**src/rtl/tbase_pkg.sv**
```systemverilog
package tbase_pkg;

  typedef enum logic [1:0] {
    SRC_DIV_SLOW = 2'b00,
    SRC_DIV_FAST = 2'b01,
    SRC_TMR_OVF  = 2'b10,
    SRC_EXT_PIN  = 2'b11
  } src_sel_e;

  localparam int unsigned TB_CNT_W       = 16;
  localparam int unsigned TB_N_MOD       = 5;
  localparam int unsigned TB_DIV_SLOW    = 6;
  localparam int unsigned TB_DIV_FAST    = 2;
  localparam int unsigned TB_SYNC_STAGES = 2;

endpackage

```
**src/rtl/tbase_prescale.sv**
```systemverilog
module tbase_prescale #(
  parameter int unsigned DIV = 6
) (
  input  logic clk,
  input  logic rst_n,
  output logic tick
);
  localparam int unsigned PW = (DIV > 1) ? $clog2(DIV) : 1;
  localparam logic [PW-1:0] LAST = PW'(DIV - 1);

  logic [PW-1:0] phase_q;

  generate
    if (DIV > 1) begin : g_div
      always_ff @(posedge clk) begin
        if (!rst_n) begin
          phase_q <= '0;
        end else if (phase_q == LAST) begin
          phase_q <= '0;
        end else begin
          phase_q <= phase_q + 1'b1;
        end
      end
      assign tick = (phase_q == LAST);

      // a prescaler tick never lasts two cycles
      a_r2_tick_single: assert property (@(posedge clk) disable iff (!rst_n)
        tick |=> !tick);
    end else begin : g_pass
      always_ff @(posedge clk) phase_q <= '0;
      assign tick = rst_n | phase_q[0];
    end
  endgenerate
endmodule

```
**src/rtl/tbase_edge_sync.sv**
```systemverilog
module tbase_edge_sync #(
  parameter int unsigned STAGES = 2
) (
  input  logic clk,
  input  logic rst_n,
  input  logic pin,
  output logic rise
);
  logic [STAGES-1:0] sync_q;
  logic              last_q;

  always_ff @(posedge clk) begin
    if (!rst_n) begin
      sync_q <= '0;
      last_q <= 1'b0;
    end else begin
      sync_q <= {sync_q[STAGES-2:0], pin};
      last_q <= sync_q[STAGES-1];
    end
  end

  assign rise = sync_q[STAGES-1] & ~last_q;

  // one detected edge produces exactly one single-cycle event
  a_r5_rise_single: assert property (@(posedge clk) disable iff (!rst_n)
    rise |=> !rise);
endmodule

```
**src/rtl/tbase_counter.sv**
```systemverilog
module tbase_counter #(
  parameter int unsigned W = 16
) (
  input  logic         clk,
  input  logic         rst_n,
  input  logic         adv,
  input  logic         wr_en,
  input  logic [W-1:0] wr_data,
  input  logic         ovf_clr,
  output logic [W-1:0] count,
  output logic         ovf_flag
);
  localparam logic [W-1:0] CNT_MAX = {W{1'b1}};

  logic wrap;
  assign wrap = adv && !wr_en && (count == CNT_MAX);

  always_ff @(posedge clk) begin
    if (!rst_n) begin
      count <= '0;
    end else if (wr_en) begin
      count <= wr_data;
    end else if (adv) begin
      count <= count + 1'b1;
    end
  end

  always_ff @(posedge clk) begin
    if (!rst_n) begin
      ovf_flag <= 1'b0;
    end else if (wrap) begin
      ovf_flag <= 1'b1;
    end else if (ovf_clr) begin
      ovf_flag <= 1'b0;
    end
  end

  // a load lands on the next cycle
  a_r7_load: assert property (@(posedge clk) disable iff (!rst_n)
    wr_en |=> count == $past(wr_data));
  // wrap from all-ones gives zero and the flag
  a_r8_wrap_sets: assert property (@(posedge clk) disable iff (!rst_n)
    (adv && !wr_en && count == CNT_MAX) |=> (count == '0) && ovf_flag);
  // flag is sticky without a clear
  a_r8_sticky: assert property (@(posedge clk) disable iff (!rst_n)
    (ovf_flag && !ovf_clr) |=> ovf_flag);
  // no tick and no load keeps the count
  a_r6_idle_hold: assert property (@(posedge clk) disable iff (!rst_n)
    (!adv && !wr_en) |=> $stable(count));
endmodule

```
**src/rtl/tbase_irq.sv**
```systemverilog
module tbase_irq #(
  parameter int unsigned N = 5
) (
  input  logic [N-1:0] flags,
  input  logic [N-1:0] flag_en,
  input  logic         ovf_flag,
  input  logic         ovf_en,
  input  logic         glb_en,
  output logic         irq
);
  logic [N:0] masked;

  genvar gi;
  generate
    for (gi = 0; gi < N; gi++) begin : g_mask
      assign masked[gi] = flags[gi] & flag_en[gi];
    end
  endgenerate
  assign masked[N] = ovf_flag & ovf_en;

  assign irq = glb_en & (|masked);
endmodule

```
**src/rtl/ctr_timebase.sv**
```systemverilog
module ctr_timebase
  import tbase_pkg::*;
#(
  parameter int unsigned CNT_W       = TB_CNT_W,
  parameter int unsigned N_MOD       = TB_N_MOD,
  parameter int unsigned DIV_SLOW    = TB_DIV_SLOW,
  parameter int unsigned DIV_FAST    = TB_DIV_FAST,
  parameter int unsigned SYNC_STAGES = TB_SYNC_STAGES
) (
  input  logic             clk,
  input  logic             rst_n,
  input  logic             run_en,
  input  logic [1:0]       src_sel,
  input  logic             tmr_ovf_pulse,
  input  logic             ext_pin,
  input  logic             cnt_wr_en,
  input  logic [CNT_W-1:0] cnt_wr_data,
  input  logic             ovf_clr,
  input  logic [N_MOD-1:0] mod_flags,
  input  logic [N_MOD-1:0] mod_irq_en,
  input  logic             ovf_irq_en,
  input  logic             glb_irq_en,
  output logic [CNT_W-1:0] count,
  output logic             ovf_flag,
  output logic             irq_req,
  output logic             ext_in_use
);
  src_sel_e sel;
  logic     tick_slow, tick_fast, ext_rise, src_tick, adv;

  assign sel = src_sel_e'(src_sel);

  tbase_prescale #(.DIV(DIV_SLOW)) u_pre_slow (
    .clk(clk), .rst_n(rst_n), .tick(tick_slow));

  tbase_prescale #(.DIV(DIV_FAST)) u_pre_fast (
    .clk(clk), .rst_n(rst_n), .tick(tick_fast));

  tbase_edge_sync #(.STAGES(SYNC_STAGES)) u_ext_sync (
    .clk(clk), .rst_n(rst_n), .pin(ext_pin), .rise(ext_rise));

  always_comb begin
    unique case (sel)
      SRC_DIV_SLOW: src_tick = tick_slow;
      SRC_DIV_FAST: src_tick = tick_fast;
      SRC_TMR_OVF:  src_tick = tmr_ovf_pulse;
      SRC_EXT_PIN:  src_tick = ext_rise;
      default:      src_tick = 1'b0;
    endcase
  end

  assign adv        = run_en & src_tick;
  assign ext_in_use = (sel == SRC_EXT_PIN);

  tbase_counter #(.W(CNT_W)) u_cnt (
    .clk(clk), .rst_n(rst_n), .adv(adv), .wr_en(cnt_wr_en),
    .wr_data(cnt_wr_data), .ovf_clr(ovf_clr),
    .count(count), .ovf_flag(ovf_flag));

  tbase_irq #(.N(N_MOD)) u_irq (
    .flags(mod_flags), .flag_en(mod_irq_en), .ovf_flag(ovf_flag),
    .ovf_en(ovf_irq_en), .glb_en(glb_irq_en), .irq(irq_req));

  // stopped and not loaded means the count does not move
  a_r6_stopped_hold: assert property (@(posedge clk) disable iff (!rst_n)
    (!run_en && !cnt_wr_en) |=> $stable(count));
  // timer source, running, pulse high, no load: count steps by one
  a_r4_tmr_step: assert property (@(posedge clk) disable iff (!rst_n)
    (run_en && sel == SRC_TMR_OVF && tmr_ovf_pulse && !cnt_wr_en)
      |=> count == $past(count) + 1'b1);
  // masked overflow with global enable raises the request
  a_r9_ovf_irq: assert property (@(posedge clk) disable iff (!rst_n)
    (glb_irq_en && ovf_irq_en && ovf_flag) |-> irq_req);
  // without global enable nothing requests
  a_r9_glb_gate: assert property (@(posedge clk) disable iff (!rst_n)
    (!glb_irq_en) |-> !irq_req);
  // the first cycle after reset starts from a cleared state
  a_r1_reset_state: assert property (@(posedge clk)
    !rst_n |=> (count == '0) && !ovf_flag);
endmodule

```
**config.mk**
```make
export PLATFORM = sky130hd
export DESIGN_NAME = ctr_timebase
export DESIGN_NICKNAME = d
export VERILOG_FILES = /design/src/rtl/tbase_pkg.sv /design/src/rtl/tbase_prescale.sv /design/src/rtl/tbase_edge_sync.sv /design/src/rtl/tbase_counter.sv /design/src/rtl/tbase_irq.sv /design/src/rtl/ctr_timebase.sv
export SDC_FILE = /design/constraint.sdc
export NUM_CORES = 1
export LEC_CHECK = 0
export BUFFER_PORTS_ARGS = -buffer_cell sky130_fd_sc_hd__buf_2
export CAP_MARGIN = 10
export CORE_ASPECT_RATIO = 1.25
export CORE_UTILIZATION = 48
export DETAILED_ROUTE_END_ITERATION = 7
export MAX_ROUTING_LAYER = met4
export PLACE_DENSITY = 0.81
export SYNTH_ARGS = -nofsm -noshare
export SYNTH_HDL_FRONTEND = slang
export SYNTH_SLANG_ARGS = --single-unit
```
**constraint.sdc**
```tcl
create_clock -name clk -period 2.1 [get_ports clk]
set_input_delay 0.21 -clock clk [delete_from_list [all_inputs] [get_ports clk]]
set_output_delay 0.21 -clock clk [all_outputs]
set_load 0.02 [all_outputs]
```
== Yosys cells after proc, flatten, opt, wreduce, memory -nomap -nowiden ==
Cells that the tools add are included.

* Output and inout port bits: 19
* Bits in registers: 24
* Logic and storage cells: 39

* Equality and inequality tests: 5
* Add/subtract/negate cells: 3
* Reduce and logical (&&, ||, !) cells: 9
* Bitwise gates (word level): 11
* Multiplexer cells: 5

{| class="wikitable"
|+ Operators with widths
! cell !! count
|-
| $mux 16 || 2
|-
| $add 16x1->16 const B || 1
|-
| $eq 16x16->1 const B || 1
|-
| $and 1x1->1 || 9
|-
| $reduce_or 6->1 || 1
|-
| $eq 2x2->1 const B || 2
|-
| $pmux 1 s4 || 1
|-
| $reduce_bool 2->1 || 2
|-
| $reduce_or 2->1 || 2
|-
| $add 3x1->3 const B || 1
|-
| $eq 3x3->1 const B || 1
|-
| $eq 2x1->1 const B || 1
|-
| $logic_and 1x1->1 || 2
|-
| $logic_not 2->1 || 1
|-
| $mux 1 || 2
|-
| $not 1->1 || 2
|-
| $add 1x1->1 const B || 1
|-
| $logic_not 1->1 || 1
|}

== Longest topological paths before layout ==
Gate-level depths: netlist of the first run.

* Depth in word-level cells: 7
* Mapped depth: 7
* Mapped depth without buffers: 6

== Cells and area by module ==
From an unflattened synthesis of the first run, not the netlist that was laid out.

* Cell total of the unflattened synthesis: 157
* Area, all modules: 1337.5 um2

{| class="wikitable"
|+ Modules (own cells, without submodules)
! module !! instances !! seq. area each (um2) !! area an instance (um2) !! cells an instance
|-
| tbase_counter || 1 || 340.3 || 1002.2 || 127
|-
| tbase_prescale at u_pre_slow || 1 || 60.1 || 140.1 || 13
|-
| tbase_edge_sync || 1 || 60.1 || 92.6 || 7
|-
| ctr_timebase || 1 || 0.0 || 36.3 || 3
|-
| tbase_prescale at u_pre_fast || 1 || 20.0 || 33.8 || 2
|-
| tbase_irq || 1 || 0.0 || 32.5 || 5
|}

== Worst setup path after synthesis of the first run ==
Ideal clock, no wire load.

* Path kind: flip-flop to flip-flop
* Start point: register u_cnt.count[0]
* End point: register u_cnt.count[8]
* Cell stages (with the launch flop): 6
* Setup slack: 439 ps
* Buffers on the path: 0
* Arrival: 1535 ps
* Library setup time: 126 ps
* Cells stage by stage: dfxtp_1 -> ha_1 -> nand2_1 -> or4_1 -> nor4b_1 -> nor3b_1

* Cells in the longest elaborated chain, start to end: 3

{| class="wikitable"
|+ Ends and longest elaborated chain
! element !! RTL line !! text
|-
| start: declaration || tbase_counter.sv:10 || <nowiki>output logic [W-1:0] count,</nowiki>
|-
| start signal: assignment || tbase_counter.sv:22 || <nowiki>count <= wr_data;</nowiki>
|-
| start signal: assignment || tbase_counter.sv:24 || <nowiki>count <= count + 1'b1;</nowiki>
|-
| $add 16x1->16 || tbase_counter.sv:24 ||
|-
| $mux 16 || tbase_counter.sv:23 || <nowiki>end else if (adv) begin</nowiki>
|-
| $mux 16 || tbase_counter.sv:21 || <nowiki>end else if (wr_en) begin</nowiki>
|}

Every way passes these cells. The select of a mux whose other input is x is not followed.
A chain may end at the register's enable or synchronous reset.

== Worst setup path in the final report of the first run ==
* Start point: register u_pre_slow.phase_q[0]
* End point: register u_cnt.count[4]

* Cells in the longest elaborated chain, start to end: 4

{| class="wikitable"
|+ Ends and longest elaborated chain
! element !! RTL line !! text
|-
| start: declaration || tbase_prescale.sv:11 || <nowiki>logic [PW-1:0] phase_q;</nowiki>
|-
| start signal: assignment || tbase_prescale.sv:21 || <nowiki>phase_q <= phase_q + 1'b1;</nowiki>
|-
| $eq 3x3->1 || tbase_prescale.sv:24 || <nowiki>assign tick = (phase_q == LAST);</nowiki>
|-
| $pmux 1 s4 || ctr_timebase.sv:43 || <nowiki>unique case (sel)</nowiki>
|-
| $and 1x1->1 || ctr_timebase.sv:52 || <nowiki>assign adv = run_en & src_tick;</nowiki>
|-
| $reduce_bool 2->1 (no source line) || -- ||
|}

Every way passes these cells.

==> metrics.md, run 1 <==
| Metric | Value |
|---|---|
| Remaining antenna violation count | `0` |
| # Max-Cap Violations | `0` |
| I/O pins | `between 50 and 60` |
| Proportion of netlist area held by the largest area contributor | `34.8%` |
| Clock sink total | `24` |
| Detailed-router iteration count before antenna repair | `4` |
| Post-synthesis area per instance | `7.93 um2` |
| Static Leak | `around 0.74 nW` |
| Share of synthesized registers carrying an async set or reset | `0%` |
| Final max-slew violation count | `0` |
| Category of the worst setup path launch point | `register` |
| Clock tree from TritonCTS | `built` |
| Overall die height | `62.0 um` |
| Number of core rows | `21` |
| Total overflow reported by the global router | `0` |
| Source of the worst hold timing path | `ext_pin` |
| Slew margin rel. | `59.0%` |
| Half-perimeter wire length after placement | `2.44 mm` |
| Slack of the worst reg-to-reg path | `0.34 ns` |
| Most area-hungry cell type in the Yosys netlist | `sky130_fd_sc_hd__dfxtp_1` |
| Unrepaired setup endpoints after global routing | `false` |
| R2r startpoint | `u_pre_slow.phase_q[0]` |
| Clock insertion delay at the later pin of the skew report | `around 0.32 ns` |
| Hold_buf cts | `0` |
| Placer congestion estimate | `around 0.89` |
| Routed wire length per instance | `13.4 um` |
| Number of enable-type register cells in the synthesized netlist | `0` |
| Total negative slack for setup checks | `0 ns` |
| Fraction of the core area covered by cells at the end of the flow | `63.1%` |
| Count of nets after finishing | `266` |
| DR DRC count | `0` |
| Clk pin slew, worst setup/hold paths | `0.14 ns` |
| CP Max Fanout | `17` |
| Outcome | `finished clean` |
| Net count of the mapped netlist | `214` |
| Slew of the pin with the lowest slew margin | `approximately 0.6 ns` |
| Highest Clock Rate | `0.569 GHz` |
| Number of unique standard cell types used by synthesis | `36` |
| Fraction of the cycle the final worst path needs | `83.8%` |
| Via count | `1514` |
| Total wirelength of the detailed-routed design | `3.46 mm` |
| Post-Syn Area | `1380 um2` |
| CTS Root Buffer Type | `sky130_fd_sc_hd__clkbuf_4` |
| Via count normalized by instance count | `between 5 and 6` |
| Share of the yosys chip area belonging to registers | `34.8%` |
| Number of global-route vias before repair | `1263` |
| Type of destination of the critical path | `register` |
| Critical path startpoint | `u_pre_slow.phase_q[0]` |
| Setup skew after layout | `0.00246 ns` |
| Required time of the critical path | `2.36 ns` |
| CTS H-tree depth | `1` |
| Initial Utilization | `51.0%` |
| Horizontal die dimension | `50.0 um` |
| Clock period minus final worst setup slack | `1.76 ns` |
| Top FF cell, synth | `sky130_fd_sc_hd__dfxtp_1` |
| Power density relative to cell area | `roughly 580 nW/um2` |
| Synthesis warning total | `0` |
| Post-synthesis sequential element count | `24` |
| Starting DRT DRC Count | `58` |
| Layout overhead on the synthesized area | `23.8%` |
| Worst voltage drop across the vdd grid | `372 uV` |
| Post-cts gate resize count | `0` |
| Floorplan die area | `3100 um2` |
| Critical path class | `reg -> reg` |
| Number of buffers added by the clock tree synthesis step | `3` |
| Data arrival time at the worst-slack endpoint | `2.02 ns` |
| Post-CTS Setup Inserts | `0` |
| Largest net degree at the start of global routing | `28` |
| Wire length of the first global-routing pass | `5.31 mm` |
| Endpoints failing setup | `0` |
| Instance count of the mapped netlist | `174` |
| Leading cell types by total area after synthesis | `sky130_fd_sc_hd__dfxtp_1 (35%), sky130_fd_sc_hd__o21ai_0 (7.3%), sky130_fd_sc_hd__a311oi_1 (3.2%)` |
| Final hold viol count | `0` |
| Aggregate global-route resource usage | `23.3%` |
| Area of the core | `2710 um2` |
| Largest buffer count on any clock path | `2` |
| Count of input and output buffers | `55` |
| Initial antenna violation count | `0` |
| Proportion of layout cells with a drive suffix above 1 | `28.4%` |
| Diode insertion count for antenna repair | `0` |
| Kind of path behind the tightest hold check | `in -> reg` |
-- cell usage in the layout (no fill, tap or decap), drive strengths merged, types with 3 or more instances in the layout --
| cell type | netlist | routed |
|---|---|---|
| a22oi | 3 | 3 |
| a311oi | 5 | 5 |
| a31oi | 6 | 6 |
| a32oi | 3 | 3 |
| and2 | 6 | 6 |
| and3 | 7 | 7 |
| and4 | 5 | 5 |
| buf | 3 | 57 |
| clkbuf | 7 | 4 |
| dfxtp | 24 | 24 |
| ha | 3 | 3 |
| inv | 7 | 7 |
| nand2 | 9 | 9 |
| nand3 | 7 | 7 |
| nand4 | 7 | 7 |
| nor2 | 11 | 11 |
| nor2b | 7 | 7 |
| nor3 | 6 | 6 |
| nor3b | 3 | 3 |
| o21ai | 20 | 20 |
| or4 | 4 | 4 |
-- cells in the mapped netlist, drive strengths merged, types with 2 or more instances --
| cell | n |
|---|---|
| a211oi | 2 |
| a22oi | 3 |
| a311oi | 5 |
| a31oi | 6 |
| a32oi | 3 |
| and2 | 6 |
| and3 | 7 |
| and4 | 5 |
| buf | 3 |
| clkbuf | 7 |
| dfxtp | 24 |
| ha | 3 |
| inv | 7 |
| nand2 | 9 |
| nand2b | 2 |
| nand3 | 7 |
| nand3b | 2 |
| nand4 | 7 |
| nor2 | 11 |
| nor2b | 7 |
| nor3 | 6 |
| nor3b | 3 |
| nor4 | 2 |
| nor4b | 2 |
| o21ai | 20 |
| or3 | 2 |
| or4 | 4 |
-- routing by layer --
layer,global-route usage [%],wire (um),vias up
met1,26.5,1570,678
met4,13.1,76,0
met2,39.8,1590,62
li1,-,-,768
met5,-,0,-
met3,3.16,214,6
-- area by class of cell --
| type | instances | area, um2 |
|---|---|---|
| fillers | 255 | 998 |
| clock buffers | 4 | 36.3 |
| flip-flops and latches | 24 | 480 |
| well taps | 34 | 42.5 |
| inverters | 7 | 26.3 |
| repair buffers | 57 | 290 |
| multi-input cells | 133 | 832 |
-- state kept, by name (all words and copies together), names as in the netlist --
register,cells
u_cnt.ovf_flag,1
u_cnt.count,16
u_ext_sync.sync_q,2
u_pre_slow.phase_q,3
u_ext_sync.last_q,1
u_pre_fast.tick,1
-- through the flow --
step	instances	area, um2	total power [mW]	setup WS (ns)	hold slack [ns]
final	259	1710	0.983	0.341	0.0948
after global routing	259	1710	1.03	0.180	0.0925
after CTS	259	1710	0.985	0.334	0.0984
after detailed placement	255	1670	0.739	0.346	0.405
after global placement	255	1670	0.734	0.432	0.410
after floorplan	174	1380	0.654	0.439	0.337
-- critical path, stage by stage, from the launching register on --
cell and delay [ns]:
sky130_fd_sc_hd__dfxtp_1 0.39, sky130_fd_sc_hd__ha_1 0.20, sky130_fd_sc_hd__nand3b_1 0.10, sky130_fd_sc_hd__a32o_2 0.33, sky130_fd_sc_hd__or4_1 0.52, sky130_fd_sc_hd__a31oi_1 0.16
-- cell families after synthesis --
family | synth area share (%)
AOI/OAI and AO/OA | 21.9
adders and majority gates | 2.72
DFF | 34.8
and+or+nand+nor | 34.9
buffers and inverters | 4.90
muxes | 0.725
-- report_power, final --
| part | leakage (nW) | switching, mW | internal [mW] | total (mW) |
|---|---|---|---|---|
| logic | 0.519 | 0.120 | 0.0885 | 0.208 |
| registers | 0.199 | 0.0348 | 0.487 | 0.522 |
| clock network | 0.0210 | 0.147 | 0.106 | 0.253 |
| total | 0.739 | 0.302 | 0.681 | 0.983 |
-- final timing paths --
| check | to | depth (start not counted) |
|---|---|---|
| max | u_cnt.count[4] | 5 |
| max reg2reg | u_cnt.count[4] | 5 |
| min reg2reg | u_pre_fast.tick | 1 |
| min | u_ext_sync.sync_q[0] | 2 |
Note: power is estimated with default switching activity, not from simulation.
==> run 2, diff against run 1 <==
==> constraint.sdc (replaced) <==
create_clock -name clk -period 1.77 [get_ports clk]
set_input_delay 0.177 -clock clk [delete_from_list [all_inputs] [get_ports clk]]
set_output_delay 0.177 -clock clk [all_outputs]
set_load 0.02 [all_outputs]
==> metrics.md, run 2 (same netlist as run 1, synthesis figures left out) <==
| Metric | Value |
|---|---|
| I/O pins | `56 (unchanged)` |
| Largest registers ranked by flip-flop count | `u_cnt.count: 16 flops, u_pre_slow.phase_q: 3 flops, u_ext_sync.sync_q: 2 flops (unchanged)` |
| Via count normalized by instance count | `5.93 (was 5.85)` |
| Critical path class | `reg -> reg (unchanged)` |
| Endpoints failing setup | `1 (was 0)` |
| Leading cell type in the layout, fill and taps excluded | `sky130_fd_sc_hd__buf_2 (unchanged)` |
| Required time of the critical path | `2.02 ns (was 2.36 ns)` |
| Hold_buf cts | `0 (unchanged)` |
| Largest buffer count on any clock path | `2 (unchanged)` |
| Number of core rows | `21 (unchanged)` |
| Proportion of layout cells with a drive suffix above 1 | `34.2% (was 28.4%)` |
| Critical path's top delay family | `simple AND/OR/NAND/NOR gates (unchanged)` |
| Diode insertion count for antenna repair | `0 (unchanged)` |
| Area of the core | `2710 um2 (unchanged)` |
| Area taken by multi-input logic gates | `867 um2 (was 832 um2)` |
| Crit-path max cell delay | `0.55 ns (was 0.52 ns)` |
| Clock period minus final worst setup slack | `1.78 ns (was 1.76 ns)` |
| Standard cell area after detailed placement | `1700 um2 (was 1670 um2)` |
| Outcome | `finished, violations left (was finished clean)` |
| Max FFs per register | `16 (unchanged)` |
| CP Max Fanout | `5 (was 17)` |
| Routed wire length per instance | `14.4 um (was 13.4 um)` |
| Number of buffers added by the clock tree synthesis step | `3 (unchanged)` |
| Aggregate global-route resource usage | `24.7% (was 23.3%)` |
| Horizontal die dimension | `50.0 um (unchanged)` |
| Clock tree from TritonCTS | `built (unchanged)` |
| Seq. cell area | `484 um2 (was 480 um2)` |
| Fraction of the cycle the final worst path needs | `101% (was 83.8%)` |
| DR DRC count | `0 (unchanged)` |
| Total wirelength of the detailed-routed design | `3.85 mm (was 3.46 mm)` |
| Kind of path behind the tightest hold check | `in -> reg (unchanged)` |
| Final instance area | `1820 um2 (was 1710 um2)` |
| Placer congestion estimate | `0.818 (was 0.893)` |
| Non-filler instance count after layout | `268 (was 259)` |
| Count of input and output buffers | `55 (unchanged)` |
| Remaining antenna violation count | `0 (unchanged)` |
| Highest Clock Rate | `0.561 GHz (was 0.569 GHz)` |
| Overall die height | `62.0 um (unchanged)` |
| Power density relative to cell area | `714 nW/um2 (was 576 nW/um2)` |
| Via count | `1588 (was 1514)` |
| Largest net degree at the start of global routing | `28 (unchanged)` |
| Starting DRT DRC Count | `58 (unchanged)` |
| Final critical-path setup slack | `-0.0141 ns (was 0.341 ns)` |
| Data arrival time at the worst-slack endpoint | `2.04 ns (was 2.02 ns)` |
| Wire length of the first global-routing pass | `5.69 mm (was 5.31 mm)` |
| Fill cell count | `260 (was 255)` |
| Failing checks | `negative setup slack` |
| CTS Root Buffer Type | `sky130_fd_sc_hd__clkbuf_4 (unchanged)` |
| Register with the most flip-flops | `u_cnt.count (unchanged)` |
| Clock sink total | `24 (unchanged)` |
| Initial Utilization | `51.0% (unchanged)` |
| Worst voltage drop across the vdd grid | `609 uV (was 372 uV)` |
| Total placed cells including tap cells | `259 (was 255)` |
| Final hold slack | `0.0608 ns (was 0.0948 ns)` |
| Layout overhead on the synthesized area | `32.1% (was 23.8%)` |
| Worst Setup Slack post-DPL | `0.0491 ns (was 0.346 ns)` |
| Total negative slack for setup checks | `-0.0141 ns (was 0 ns)` |
| Slew margin rel. | `73.0% (was 59.0%)` |
| Number of global-route vias before repair | `1273 (was 1263)` |
| Slowest CP cell | `sky130_fd_sc_hd__or4_1 (unchanged)` |
| # Max-Cap Violations | `0 (unchanged)` |
| Type of destination of the critical path | `register (unchanged)` |
| Slew of the pin with the lowest slew margin | `0.405 ns (was 0.614 ns)` |
| Half-perimeter wire length after placement | `2.57 mm (was 2.44 mm)` |
| Static Leak | `0.789 nW (was 0.739 nW)` |
| Worst path buffer plus inverter count | `1 (was 0)` |
| Final hold viol count | `0 (unchanged)` |
| Setup skew after layout | `0.00139 ns (was 0.00246 ns)` |
| CTS H-tree depth | `1 (unchanged)` |
| Total overflow reported by the global router | `0 (unchanged)` |
| Clk pin slew, worst setup/hold paths | `0.13 ns (was 0.14 ns)` |
| Initial antenna violation count | `0 (unchanged)` |
| Count of nets after finishing | `275 (was 266)` |
| Final max-slew violation count | `0 (unchanged)` |
| Floorplan die area | `3100 um2 (unchanged)` |
| Clock insertion delay at the later pin of the skew report | `0.32 ns (about the same)` |
| Commonest cells after routing, fill and taps aside | `sky130_fd_sc_hd__buf_2 (55), sky130_fd_sc_hd__dfxtp_1 (21), sky130_fd_sc_hd__o21ai_0 (20), sky130_fd_sc_hd__nor2_1 (11), sky130_fd_sc_hd__buf_4 (10) (was sky130_fd_sc_hd__buf_2 (55), sky130_fd_sc_hd__dfxtp_1 (24), sky130_fd_sc_hd__o21ai_0 (20), sky130_fd_sc_hd__nor2_1 (11), sky130_fd_sc_hd__nand2_1 (9))` |
| Cell-by-cell trace of the critical path | `inv_1 -> ha_2 -> nand3b_1 -> a32o_2 -> or4_1 -> a31oi_1 (was ha_1 -> nand3b_1 -> a32o_2 -> or4_1 -> a31oi_1)` |
| Detailed-router iteration count before antenna repair | `4 (unchanged)` |
| Category of the worst setup path launch point | `register (unchanged)` |
## run 2: cell types whose count changed in the layout (fill, tap and decap cells not counted), moves of 2 or more
cell / delta
sky130_fd_sc_hd__buf_4: +8
sky130_fd_sc_hd__dfxtp_1: -3
sky130_fd_sc_hd__nor4b_1: -2
sky130_fd_sc_hd__dfxtp_2: +3
sky130_fd_sc_hd__nor4b_2: +2
## run 2: cell type report
cell class | count | share of cell area (%)
multi-input cells | 134 | 47.6
well taps | 34 | 2.33
clock buffers | 3 | 1.24
clock inverters | 1 | 1.65
inverters | 7 | 1.44
flip-flops and latches | 24 | 26.6
repair buffers | 65 | 19.2
## run 2: worst paths after layout
kind                         startpoint                    end  slack, ns  cells past startpoint
setup / recovery  u_pre_slow.phase_q[1]         u_cnt.count[4]      -0.01                      6
hold / removal                  ext_pin   u_ext_sync.sync_q[0]       0.06                      2
setup reg to reg  u_pre_slow.phase_q[1]         u_cnt.count[4]      -0.01                      6
hold reg to reg   u_pre_slow.phase_q[0]  u_pre_slow.phase_q[0]       0.43                      1
## run 2: where the power goes
part	internal [mW]	switching (mW)	total [mW]	leakage, nW
Combinational	0.122	0.156	0.278	0.561
Clock	0.229	0.174	0.403	0.0279
Sequential	0.579	0.0403	0.619	0.200
## run 2: what timing repair did
item	CTS	global route
setup endpoints to repair	0	2
hold endpoints to repair	0	0
buffers inserted	0	4
gates resized for setup	0	8
## run 2: stage by stage
stage	utilization, %	power, mW
after floorplan	-	0.776
after global placement	62.9	0.879
after detailed placement	62.9	0.885
after CTS	64.8	1.28
after global routing	67.4	1.36
final	67.4	1.30
## run 2: layer usage
layer	routed length (um)	GRT usage, %	up-vias	share of wire, %
met5	0	-	-	0
met4	63	8.57	0	1.6
met3	219	2.68	7	5.7
met2	1950	43.1	65	51
met1	1620	29.9	729	42
li1	-	-	787	-
## run 2: worst register-to-register path: stages, from the launching register on
cell	delay, ns
sky130_fd_sc_hd__dfxtp_2	0.34
sky130_fd_sc_hd__inv_1	0.05
sky130_fd_sc_hd__ha_2	0.17
sky130_fd_sc_hd__nand3b_1	0.13
sky130_fd_sc_hd__a32o_2	0.30
sky130_fd_sc_hd__or4_1	0.55
sky130_fd_sc_hd__a31oi_1	0.18
